==> config.mk <==
export PLATFORM = sky130hd
export DESIGN_NAME = rx_idle_timeout
export DESIGN_NICKNAME = d
export VERILOG_FILES = /design/src/rtl/rx_idle_timeout_pkg.sv /design/src/rtl/rit_ctrl_reg.sv /design/src/rtl/rit_idle_counter.sv /design/src/rtl/rit_irq_gen.sv /design/src/rtl/rx_idle_timeout.sv
export SDC_FILE = /design/constraint.sdc
export NUM_CORES = 1
export LEC_CHECK = 0
export ABC_CLOCK_PERIOD_IN_PS = 1770
export CORE_UTILIZATION = 35
export CTS_CLUSTER_SIZE = 28
export DETAILED_ROUTE_END_ITERATION = 8
export SYNTH_ARGS = -nofsm -noshare
export SYNTH_HDL_FRONTEND = slang
export SYNTH_HIERARCHICAL = 1
export SYNTH_SLANG_ARGS = --single-unit
==> constraint.sdc <==
create_clock -name clk -period 1.77 [get_ports clk]
set_input_delay 0.354 -clock clk [delete_from_list [all_inputs] [get_ports clk]]
set_output_delay 0.354 -clock clk [all_outputs]
set_load 0.01 [all_outputs]
==> src/rtl/rx_idle_timeout_pkg.sv <==
package rx_idle_timeout_pkg;
  localparam int RIT_THR_W = 7;

  function automatic logic thr_hit(input logic [31:0] cnt, input logic [31:0] thr);
    return (thr != 0) && (cnt == thr);
  endfunction
endpackage

==> src/rtl/rit_ctrl_reg.sv <==
module rit_ctrl_reg #(
  parameter int THR_W = 7,
  localparam int REG_W = THR_W + 1
) (
  input  logic             clk,
  input  logic             rst,
  input  logic             wr,
  input  logic [REG_W-1:0] wdata,
  output logic             enable,
  output logic [THR_W-1:0] thresh,
  output logic [REG_W-1:0] rdata
);
  logic [REG_W-1:0] reg_q;

  always_ff @(posedge clk) begin
    if (rst)     reg_q <= '0;
    else if (wr) reg_q <= wdata;
  end

  assign enable = reg_q[REG_W-1];
  assign thresh = reg_q[THR_W-1:0];
  assign rdata  = reg_q;

  a_r10_readback: assert property (@(posedge clk) disable iff (rst)
    wr |=> (rdata == $past(wdata)));
endmodule

==> src/rtl/rit_idle_counter.sv <==
module rit_idle_counter #(
  parameter int THR_W = 7
) (
  input  logic             clk,
  input  logic             rst,
  input  logic             tick,
  input  logic             restart,
  input  logic             empty,
  input  logic [THR_W-1:0] thresh,
  output logic [THR_W-1:0] count
);
  localparam logic [THR_W-1:0] CNT_MAX = {THR_W{1'b1}};

  logic [THR_W-1:0] cnt_q;
  logic             frozen;

  assign frozen = (cnt_q == thresh) || (cnt_q == CNT_MAX);

  always_ff @(posedge clk) begin
    if (rst)                    cnt_q <= '0;
    else if (restart || empty)  cnt_q <= '0;
    else if (tick && !frozen)   cnt_q <= cnt_q + 1'b1;
  end

  assign count = cnt_q;

  a_r2_push_clears: assert property (@(posedge clk) disable iff (rst)
    restart |=> (count == '0));
  a_r8_empty_holds_zero: assert property (@(posedge clk) disable iff (rst)
    empty |=> (count == '0));
  a_r3_no_tick_no_step: assert property (@(posedge clk) disable iff (rst)
    (!tick && !restart && !empty) |=> $stable(count));
  a_r7_hold_at_match: assert property (@(posedge clk) disable iff (rst)
    ((count == thresh) && !restart && !empty) |=> (count == $past(count)));
endmodule

==> src/rtl/rit_irq_gen.sv <==
module rit_irq_gen #(
  parameter int THR_W = 7
) (
  input  logic             clk,
  input  logic             rst,
  input  logic [THR_W-1:0] count,
  input  logic [THR_W-1:0] thresh,
  input  logic             enable,
  input  logic             rx_ie,
  input  logic             push,
  input  logic             empty,
  output logic             irq
);
  import rx_idle_timeout_pkg::*;

  logic irq_q;
  logic hit;

  assign hit = thr_hit(32'(count), 32'(thresh));

  always_ff @(posedge clk) begin
    if (rst) irq_q <= 1'b0;
    else     irq_q <= hit && enable && rx_ie && !push && !empty;
  end

  assign irq = irq_q;

  a_r5_gated: assert property (@(posedge clk) disable iff (rst)
    irq |-> $past(enable && rx_ie));
  a_r6_clear: assert property (@(posedge clk) disable iff (rst)
    (push || empty) |=> !irq);
  a_r9_zero_thresh: assert property (@(posedge clk) disable iff (rst)
    irq |-> ($past(thresh) != '0));
endmodule

==> src/rtl/rx_idle_timeout.sv <==
module rx_idle_timeout #(
  parameter int THR_W = rx_idle_timeout_pkg::RIT_THR_W,
  localparam int REG_W = THR_W + 1
) (
  input  logic             clk,
  input  logic             rst,
  input  logic             baud_tick,
  input  logic             fifo_push,
  input  logic             fifo_empty,
  input  logic             rx_data_ie,
  input  logic             ctrl_wr,
  input  logic [REG_W-1:0] ctrl_wdata,
  output logic [REG_W-1:0] ctrl_rdata,
  output logic             irq_timeout
);
  logic             en;
  logic [THR_W-1:0] thr;
  logic [THR_W-1:0] cnt;

  rit_ctrl_reg #(.THR_W(THR_W)) u_ctrl (
    .clk(clk), .rst(rst), .wr(ctrl_wr), .wdata(ctrl_wdata),
    .enable(en), .thresh(thr), .rdata(ctrl_rdata)
  );

  rit_idle_counter #(.THR_W(THR_W)) u_cnt (
    .clk(clk), .rst(rst), .tick(baud_tick), .restart(fifo_push),
    .empty(fifo_empty), .thresh(thr), .count(cnt)
  );

  rit_irq_gen #(.THR_W(THR_W)) u_irq (
    .clk(clk), .rst(rst), .count(cnt), .thresh(thr), .enable(en),
    .rx_ie(rx_data_ie), .push(fifo_push), .empty(fifo_empty), .irq(irq_timeout)
  );

  a_r1_reset_quiet: assert property (@(posedge clk)
    $past(rst) |-> (!irq_timeout && ctrl_rdata == '0));
endmodule

==> summary.md, run 1 <==
| Metric | Value |
|---|---|
| Crit share post-route | `a little over nine tenths` |
| Routability cong. | `around 0.88` |
| Post-synth top area share | `between 30% and 40%` |
| Clock Pin Slew Worst Setup and Hold Paths | `roughly 0.10 ns` |
| Fillers | `between 200 and 300` |
| Pwr/cell area | `between 600 and 700 nW/um2` |
| Unrepaired setup endpoints after global routing | `false` |
| Post-synth cell types | `31` |
| Critical path class | `reg2out` |
| Initial cell density of the core | `between 30% and 40%` |
| Static Leak | `between 0.5 and 0.6 nW` |
| Hold Path Depth | `2` |
| Largest net degree at the start of global routing | `10` |
| Tightest Pin Transition | `0.4878 ns` |
| Die W | `around 53 um` |
| Core ar. | `approximately 2500 um2` |
| Final setup fails | `0` |
| Endpoints failing hold | `0` |
| Mapped Avg Cell Area | `approximately 8.7 um2` |
| Root Driver | `clkbuf_4` |
| Setup_tns | `0 ns` |
| Post-synth EDFFs | `0` |
| Hold Slack | `about 0.50 ns` |
| R2R setup slack | `0.14 ns` |
| CP Max Fanout | `4` |
| Most numerous cell in the Yosys netlist | `dfxtp_1` |
| Slew headroom | `approximately 67%` |
| DRT iter0 DRCs | `14` |
| Total GRT Usage | `around 17%` |
| CTS tree | `yes` |
| Share of cells above drive strength 1 | `19.12%` |
| DRC | `0` |
| Synth Net Count | `~120` |
| Number of H-tree levels | `1` |
| Asr flop ratio synth | `0%` |
| Worst-Skew Late Latency | `~0.29 ns` |
| Antenna violations before repair | `0` |
| Hold crit path type | `reg2reg` |
| Final net count | `approximately 150` |
| FP Rows | `18` |
| CTS sink count | `16` |
| Number of global-route vias before repair | `between 700 and 800` |
| Mapped Cells | `between 100 and 150` |
| First-pass GRT wire length | `roughly 3400 um` |
| WL/cell | `~13 um` |
| Final setup skew | `about 0.0059 ns` |
| VDD IR max | `roughly 0.00043 V` |
| Drt total wl | `between 2000 and 2500 um` |
| Ys Warns | `6` |
| Final Core Density | `between 50% and 60%` |
| Top cells by area, synth | `dfxtp_1, xor2_1, mux2i_1, buf_4, nor2_1` |
| Post-synth top area cell | `dfxtp_1` |
| Router iterations before antenna repair | `4` |
| Crit path capture type | `output port` |
| Status | `finished, final reports clean` |
| Die ar. | `about 2800 um2` |
| DP HPWL | `roughly 1700 um` |
| Top_reg_cell synth | `dfxtp_1` |
| Via count of the routed design | `around 840` |
| Port Buf Inserts | `23` |
| Post-synth top cells | `dfxtp_1, nor2_1, xor2_1, mux2i_1, buf_4` |
| Antenna viol nets, final | `0` |
| N_diodes | `0` |
| Num ports | `24` |
| Grt total ovfl | `0` |
| Die Y | `between 50 and 60 um` |
| Layout overhead on the synthesized area | `37.19%` |
| Tmin final | `1.693 ns` |
| Mapped Area | `roughly 900 um2` |
| CP startpoint kind | `register` |
| Arrival time worst endpoint | `around 1.3 ns` |
| Sequential area share after synthesis | `34.88%` |
| Total CTS buffers | `3` |
| MaxCap Viol Count | `0` |
| Pins Over Slew Limit | `0` |
| Worst Reg-to-Reg Cells | `5` |
| Post-CTS setup buffers | `0` |
| CP required | `approximately 1.4 ns` |
| Maximum clock frequency | `between 500 and 600 MHz` |
| CTS max path bufs | `2` |
| Number of synthesized register bits | `16` |
| Vias per Instance | `about 5` |
[placed cells by master (no fill, tap or decap)]
cell type	netlist	layout
xor2_1	13	13
ha_1	1	1
mux2i_1	9	9
nor2_1	15	15
o211ai_1	1	1
nor4_1	2	2
o21ai_2	0	1
a21o_1	1	1
nand2_1	6	6
o2111a_1	1	1
a31oi_1	1	1
buf_4	8	15
clkbuf_4	0	3
o31ai_1	2	2
inv_1	1	1
or3_2	1	1
clkdlybuf4s50_1	0	23
o21ai_0	1	1
nand3_1	4	4
clkbuf_8	0	1
or3_1	1	1
and2_1	0	1
dfxtp_1	16	12
a21oi_1	5	5
nor2b_1	1	1
nor4_2	1	1
or4_1	2	2
dfxtp_2	0	4
nor3_1	4	4
nand4_1	1	1
nand4bb_1	1	1
xnor2_1	1	1
[critical path: stages, from the launching register on]
cell	delay, ns
dfxtp_1	0.37
buf_4	0.15
clkdlybuf4s50_1	0.54
[routing by layer]
metal,vias up,GRT usage (%),share of wire (%)
met3,2,6.034,4.9
met1,397,21.88,48
met5,-,0,0
met4,0,5.263,0.52
met2,25,26.88,47
li1,419,-,-
[layout make-up]
| class | count | area (um2) | area share, % |
|---|---|---|---|
| timing repair buffer | 38 | 342.8 | 27.21 |
| multi-input combinational | 77 | 514.2 | 40.81 |
| tap | 30 | 37.54 | 2.979 |
| clock buffer | 4 | 36.28 | 2.880 |
| sequential | 16 | 325.3 | 25.82 |
| inverter | 1 | 3.754 | 0.2979 |
[sequential cells by signal, indices dropped and copies added, names as in the netlist]
register / count
u_irq/irq: 1
u_ctrl/rdata: 8
u_cnt/count: 7
[report_power, final]
part	switching [mW]	internal [mW]	total, mW
Clock	0.121	0.125	0.247
Combinational	0.0686	0.0916	0.160
Sequential	0.00999	0.372	0.382
Total	0.200	0.589	0.789
[path summary, 6_finish.rpt]
kind / from / to
hold / removal: u_cnt/count[1] / u_cnt/count[1]
setup reg to reg: u_cnt/count[0] / u_cnt/count[0]
setup / recovery: u_ctrl/rdata[4] / ctrl_rdata[4]
hold reg to reg: u_cnt/count[1] / u_cnt/count[1]
[timing repair]
item | CTS | global route
endpoints found under the setup margin | 0 | 6
gates resized for setup | 0 | 6
hold buffers | 0 | 0
[cells by family (layout without fill, tap and decap cells)]
logic type | after synthesis | after routing | share of synthesized area [%]
adder cells (fa/ha/maj) | 1 | 1 | 1.362
AND/OR/NAND/NOR | 40 | 40 | 22.07
AO/OA/AOI/OAI | 13 | 13 | 8.991
buffers and inverters | 13 | 43 | 9.536
flip-flops | 16 | 16 | 34.88
multiplexers | 9 | 9 | 9.810
XOR/XNOR | 14 | 14 | 13.35
[per-stage QoR]
step / power, mW / cells / area [um2] / setup slack (ns)
floorplan: 0.4838 / 106 / 918.4 / 0.08117
global placement: 0.5458 / 162 / 1215 / 0.09887
detailed placement: 0.5501 / 162 / 1215 / 0.04172
CTS: 0.8017 / 166 / 1251 / 0.03014
global route: 0.8304 / 166 / 1260 / 0.01665
finish: 0.7891 / 166 / 1260 / 0.07676
No activity file was read; power rests on OpenSTA's default activity.
==> inputs of run 2 (changes only) <==
Settings changed: MAX_ROUTING_LAYER set to met4.
==> summary.md, run 2 (synthesized netlist as in run 1, its figures left out) <==
| Metric | Value |
|---|---|
| Share of cells above drive strength 1 | `19.12% (unchanged)` |
| Tightest Pin Transition | `0.4878 ns (unchanged)` |
| CP Max Fanout | `4 (unchanged)` |
| Clock Pin Slew Worst Setup and Hold Paths | `0.10 ns (about the same)` |
| Port Buf Inserts | `23 (unchanged)` |
| CTS tree | `yes (unchanged)` |
| Vias per Instance | `5.084 (was 5.078)` |
| Commonest cells after routing, fill and taps aside | `clkdlybuf4s50_1, buf_4, nor2_1, xor2_1, dfxtp_1 (unchanged)` |
| Hold Slack | `0.4977 ns (about the same)` |
| Drt total wl | `2109 um (was 2120 um)` |
| R2R setup slack | `0.14 ns (about the same)` |
| Layout overhead on the synthesized area | `37.19% (unchanged)` |
| Pins Over Slew Limit | `0 (unchanged)` |
| Static Leak | `0.5668 nW (unchanged)` |
| Maximum clock frequency | `590.5 MHz (was 590.6 MHz)` |
| Endpoints failing hold | `0 (unchanged)` |
| Crit share post-route | `95.67% (was 95.66%)` |
| Arrival time worst endpoint | `1.34 ns (about the same)` |
| Pwr/cell area | `626.3 nW/um2 (about the same)` |
| Hold crit path type | `reg2reg (unchanged)` |
| Root Driver | `clkbuf_4 (unchanged)` |
| MaxCap Viol Count | `0 (unchanged)` |
| DRC | `0 (unchanged)` |
| Tmin final | `1.693 ns (about the same)` |
| Worst-Skew Late Latency | `0.29 ns (about the same)` |
| Final setup skew | `0.005825 ns (was 0.005858 ns)` |
| CTS max path bufs | `2 (unchanged)` |
| N_diodes | `0 (unchanged)` |
| Hold buffers post-CTS | `0 (unchanged)` |
| CP required | `1.42 ns (about the same)` |
| VDD IR max | `0.0004324 V (was 0.0004323 V)` |
| Setup_tns | `0 ns (unchanged)` |
| WL/cell | `12.70 um (was 12.77 um)` |
| FP Rows | `18 (unchanged)` |
| Max reg flops | `8 (unchanged)` |
| Commonest non-fill, non-tap cell in the layout | `clkdlybuf4s50_1 (unchanged)` |
| DP HPWL | `1679 um (unchanged)` |
| Routability cong. | `0.8931 (was 0.8785)` |
| Number of global-route vias before repair | `781 (was 779)` |
| Worst Reg-to-Reg Cells | `5 (unchanged)` |
| Initial cell density of the core | `37.07% (unchanged)` |
| Total GRT Usage | `17.67% (was 17.23%)` |
| Via count of the routed design | `844 (was 843)` |
| CTS sink count | `16 (unchanged)` |
| Die Y | `53.23 um (unchanged)` |
| Final cell count without fillers | `166 (unchanged)` |
| Num ports | `24 (unchanged)` |
| Post-CTS setup buffers | `0 (unchanged)` |
| Status | `finished, final reports clean (unchanged)` |
| Worst Setup SP | `u_ctrl/rdata[4] (unchanged)` |
| Number of H-tree levels | `1 (unchanged)` |
| Hold worst-path end | `u_cnt/count[1] (unchanged)` |
| CP startpoint kind | `register (unchanged)` |
| Slew headroom | `67.18% (unchanged)` |
| Hold Path Depth | `2 (unchanged)` |
| Reg-to-Reg End | `u_cnt/count[0] (unchanged)` |
| Final net count | `153 (unchanged)` |
| Antenna violations before repair | `0 (unchanged)` |
| Die W | `53.23 um (unchanged)` |
| Core ar. | `2477 um2 (unchanged)` |
| Unrepaired setup endpoints after global routing | `false (unchanged)` |
| Critical path class | `reg2out (unchanged)` |
| Total CTS buffers | `3 (unchanged)` |
| Hold_sp | `u_cnt/count[1] (unchanged)` |
| Router iterations before antenna repair | `4 (unchanged)` |
| Antenna viol nets, final | `0 (unchanged)` |
| R2R Path Start | `u_cnt/count[0] (unchanged)` |
| # placed instances | `162 (unchanged)` |
| DRT iter0 DRCs | `14 (unchanged)` |
| First-pass GRT wire length | `3415 um (unchanged)` |
| Grt total ovfl | `0 (unchanged)` |
| Largest net degree at the start of global routing | `10 (unchanged)` |
| Final setup fails | `0 (unchanged)` |
| Crit path capture type | `output port (unchanged)` |
| Die ar. | `2833 um2 (unchanged)` |
-- run 2: cell counts in the layout (fill, tap and decap cells not counted) --
Identical to the previous run, type by type.
-- run 2: final cells by class --
class / instances / area [um2]
well taps: 30 / 37.54
inverters: 1 / 3.754
fillers: 259 / 1217
multi-input cells: 77 / 514.2
repair buffers: 38 / 342.8
clock buffers: 4 / 36.28
flip-flops and latches: 16 / 325.3
-- run 2: routing by layer --
layer	global-route usage [%]	up-vias	part of all wire [%]
met5	-	-	0
met4	5.263	0	0.52
met3	6.034	2	5.0
met2	26.88	26	47
met1	21.88	397	48
li1	-	419	-
-- run 2: worst max-delay path, stage by stage, from the launching register on --
cell             delay (ns)
dfxtp_1                0.37
buf_4                  0.15
clkdlybuf4s50_1        0.54
-- run 2: metrics by stage --
stage | total power, mW | setup WS, ns | util, % | area (um2)
2_1_floorplan | 0.4838 | 0.08117 | - | 918.4
3_3_place_gp | 0.5458 | 0.09887 | 49.04 | 1215
3_5_place_dp | 0.5501 | 0.04172 | 49.04 | 1215
4_1_cts | 0.8017 | 0.03014 | 50.51 | 1251
5_1_grt | 0.8304 | 0.01665 | 50.86 | 1260
6_report | 0.7891 | 0.07662 | 50.86 | 1260
-- run 2: power by group --
part           internal (mW)  switching (mW)  total, mW
logic                 0.0916          0.0685      0.160
clock network          0.125           0.121      0.247
registers              0.372          0.0100      0.382
-- run 2: repair_timing --
action                                  4_1_cts  5_1_grt
hold endpoints to repair                      0        0
gates resized for setup                       0        6
endpoints found under the setup margin        0        6
-- run 2: how the worst max path moves through the flow --
stage                           to  slack (ns)  depth (start not counted)
floorplan           u_cnt/count[4]        0.08                          7
global placement    u_cnt/count[1]         0.1                          5
detailed placement  u_cnt/count[1]        0.04                          5
CTS                 u_cnt/count[1]        0.03                          5
global route         ctrl_rdata[4]        0.02                          2
finish               ctrl_rdata[4]        0.08                          2
==> inputs of run 3 (changes only) <==
--- a/config.mk
+++ b/config.mk
@@ -7,8 +7,9 @@
 export LEC_CHECK = 0
 export ABC_CLOCK_PERIOD_IN_PS = 1770
-export CORE_UTILIZATION = 35
+export CORE_UTILIZATION = 45
 export CTS_CLUSTER_SIZE = 28
 export DETAILED_ROUTE_END_ITERATION = 8
 export MAX_ROUTING_LAYER = met4
+export PLACE_DENSITY = 0.75
 export SYNTH_ARGS = -nofsm -noshare
 export SYNTH_HDL_FRONTEND = slang
==> constraint.sdc (replaced) <==
create_clock -name clk -period 1.77 [get_ports clk]
set_input_delay 0.354 -clock clk [delete_from_list [all_inputs] [get_ports clk]]
set_output_delay 0.354 -clock clk [all_outputs]
set_load 0.1 [all_outputs]
==> summary.md, run 3 (synthesized netlist as in run 1, its figures left out) <==
| Metric | Value |
|---|---|
| Routability cong. | `0.9744 (was 0.8931)` |
| Share of cells above drive strength 1 | `24.03% (was 19.12%)` |
| Initial cell density of the core | `50.45% (was 37.07%)` |
| Number of global-route vias before repair | `756 (was 781)` |
| Setup_tns | `0 ns (unchanged)` |
| Arrival time worst endpoint | `1.92 ns (was 1.34 ns)` |
| Worst Setup SP | `u_cnt/count[3] (was u_ctrl/rdata[4])` |
| Post-CTS setup buffers | `0 (unchanged)` |
| Reg power frac | `47.2% (was 48.4%)` |
| CTS tree | `yes (unchanged)` |
| DP HPWL | `1627 um (was 1679 um)` |
| Vias per Instance | `5.357 (was 5.084)` |
| CTS sink count | `16 (unchanged)` |
| Static Leak | `0.5719 nW (was 0.5668 nW)` |
| Status | `finished, final reports clean (unchanged)` |
| Final Core Density | `71.89% (was 50.86%)` |
| Switching share of power | `32.54% (was 25.33%)` |
| Tightest Pin Transition | `0.3306 ns (was 0.4878 ns)` |
| Clock power frac | `24.1% (was 31.3%)` |
| Grt total ovfl | `0 (unchanged)` |
| CP Max Fanout | `7 (was 4)` |
| Die ar. | `2225 um2 (was 2833 um2)` |
| Final net count | `146 (was 153)` |
| CP required | `1.99 ns (was 1.42 ns)` |
| Antenna violations before repair | `0 (unchanged)` |
| Total GRT Usage | `22.31% (was 17.67%)` |
| Drt total wl | `2077 um (was 2109 um)` |
| VDD IR max | `0.0004566 V (was 0.0004324 V)` |
| Final cell count without fillers | `154 (was 166)` |
| Switching pwr | `0.2707 mW (was 0.1999 mW)` |
| Pint | `0.5611 mW (was 0.5892 mW)` |
| Worst-Skew Late Latency | `0.28 ns (was 0.29 ns)` |
| Total Power Consumption | `0.8317 mW (was 0.7891 mW)` |
| Port Buf Inserts | `23 (unchanged)` |
| Pins Over Slew Limit | `0 (unchanged)` |
| Commonest non-fill, non-tap cell in the layout | `nor2_1 (was clkdlybuf4s50_1)` |
| Slew headroom | `77.79% (was 67.18%)` |
| Worst path cell trace | `xor2_1, nor4_2, and2_0, or4_1, a21oi_1 (was buf_4, clkdlybuf4s50_1)` |
| CTS max path bufs | `2 (unchanged)` |
| Die W | `47.18 um (was 53.23 um)` |
| DRC | `0 (unchanged)` |
| Unrepaired setup endpoints after global routing | `false (unchanged)` |
| Final setup fails | `0 (unchanged)` |
| Num ports | `24 (unchanged)` |
| CP startpoint kind | `register (unchanged)` |
| Crit share post-route | `96.26% (was 95.67%)` |
| Router iterations before antenna repair | `4 (unchanged)` |
| Comb power frac | `28.7% (was 20.3%)` |
| Pwr/cell area | `635.5 nW/um2 (was 626.3 nW/um2)` |
| Hold crit path type | `reg2reg (unchanged)` |
| Tmin final | `1.704 ns (was 1.693 ns)` |
| Number of H-tree levels | `1 (unchanged)` |
| Clock Pin Slew Worst Setup and Hold Paths | `0.09 ns (was 0.10 ns)` |
| Crit path largest cell delay | `0.51 ns (was 0.54 ns)` |
| Hold_sp | `u_cnt/count[1] (unchanged)` |
| Total CTS buffers | `3 (unchanged)` |
| Crit path capture type | `register (was output port)` |
| WL/cell | `13.49 um (was 12.70 um)` |
| Final Cell Area | `1309 um2 (was 1260 um2)` |
| Antenna viol nets, final | `0 (unchanged)` |
| Commonest cells after routing, fill and taps aside | `nor2_1, clkdlybuf4s50_1, xor2_1 (was clkdlybuf4s50_1, buf_4, nor2_1, xor2_1, dfxtp_1)` |
| Crit-path slowest cell | `or4_1 (was clkdlybuf4s50_1)` |
| MaxCap Viol Count | `0 (unchanged)` |
| FP Rows | `15 (was 18)` |
| R2R Path Start | `u_cnt/count[3] (was u_cnt/count[0])` |
| Critical path buffer and inverter count | `0 (was 2)` |
| Final setup skew | `0.002501 ns (was 0.005825 ns)` |
| Hold buffers post-CTS | `0 (unchanged)` |
| Layout overhead on the synthesized area | `42.51% (was 37.19%)` |
| Placed cell area | `1279 um2 (was 1215 um2)` |
| First-pass GRT wire length | `3270 um (was 3415 um)` |
| Maximum clock frequency | `586.9 MHz (was 590.5 MHz)` |
| # placed instances | `150 (was 162)` |
| Max reg flops | `8 (unchanged)` |
| DRT iter0 DRCs | `18 (was 14)` |
| Crit-path leading delay family | `simple AND/OR/NAND/NOR gates (was buffers and inverters)` |
| Die Y | `47.18 um (was 53.23 um)` |
| Root Driver | `clkbuf_4 (unchanged)` |
| Critical path class | `reg2reg (was reg2out)` |
| Endpoints failing hold | `0 (unchanged)` |
| Core ar. | `1821 um2 (was 2477 um2)` |
| Via count of the routed design | `825 (was 844)` |
| Largest net degree at the start of global routing | `10 (unchanged)` |
| N_diodes | `0 (unchanged)` |
## run 3: changes by cell type in the layout (fill, tap and decap cells not counted), sizes merged
cell	previous run	this run
clkdlybuf4s50	23	14
buf	15	17
## run 3: what timing repair did
item | 4_1_cts | 5_1_grt
endpoints found under the hold margin | 0 | 0
resized for setup | 0 | 1
setup endpoints to repair | 0 | 1
## run 3: through the flow
| stage | setup slack, ns | hold WS, ns |
|---|---|---|
| after floorplan | -0.03648 | 0.4840 |
| after global placement | 0.1415 | 0.5052 |
| after detailed placement | 0.05639 | 0.5080 |
| after CTS | 0.08345 | 0.5209 |
| after global routing | 0.01108 | 0.5442 |
| final | 0.06612 | 0.5223 |
## run 3: area by class of cell
type / count / area (um2)
multi-input combinational: 77 / 520.5
fill: 143 / 511.7
timing repair buffer: 31 / 380.4
sequential: 16 / 346.6
tap: 25 / 31.28
clock buffer: 4 / 26.28
inverter: 1 / 3.754
## run 3: power by group through the flow
stage | clock network (mW) | registers (mW) | logic (mW)
2_1_floorplan | 0 | 0.455 | 0.108
3_3_place_gp | 0 | 0.400 | 0.234
3_5_place_dp | 0 | 0.401 | 0.239
4_1_cts | 0.208 | 0.392 | 0.239
5_1_grt | 0.225 | 0.394 | 0.253
6_report | 0.201 | 0.393 | 0.239
## run 3: path summary, 6_finish.rpt
kind / end / slack [ns] / depth (start not counted)
min: u_cnt/count[1] / 0.52 / 2
min reg2reg: u_cnt/count[1] / 0.52 / 2
max reg2reg: u_cnt/count[3] / 0.07 / 5
max: u_cnt/count[3] / 0.07 / 5
## run 3: worst min-delay path, cell delays in order, from the launching register on
cell	delay, ns
dfxtp_1	0.36
nand2_1	0.07
mux2i_1	0.06
## run 3: layer usage
metal	up-vias	routed length, um	GRT usage, %
met2	25	1060	36.11
met3	0	109	4.615
met4	0	0	8.571
li1	407	-	-
met1	393	907	27.02
met5	-	0	-
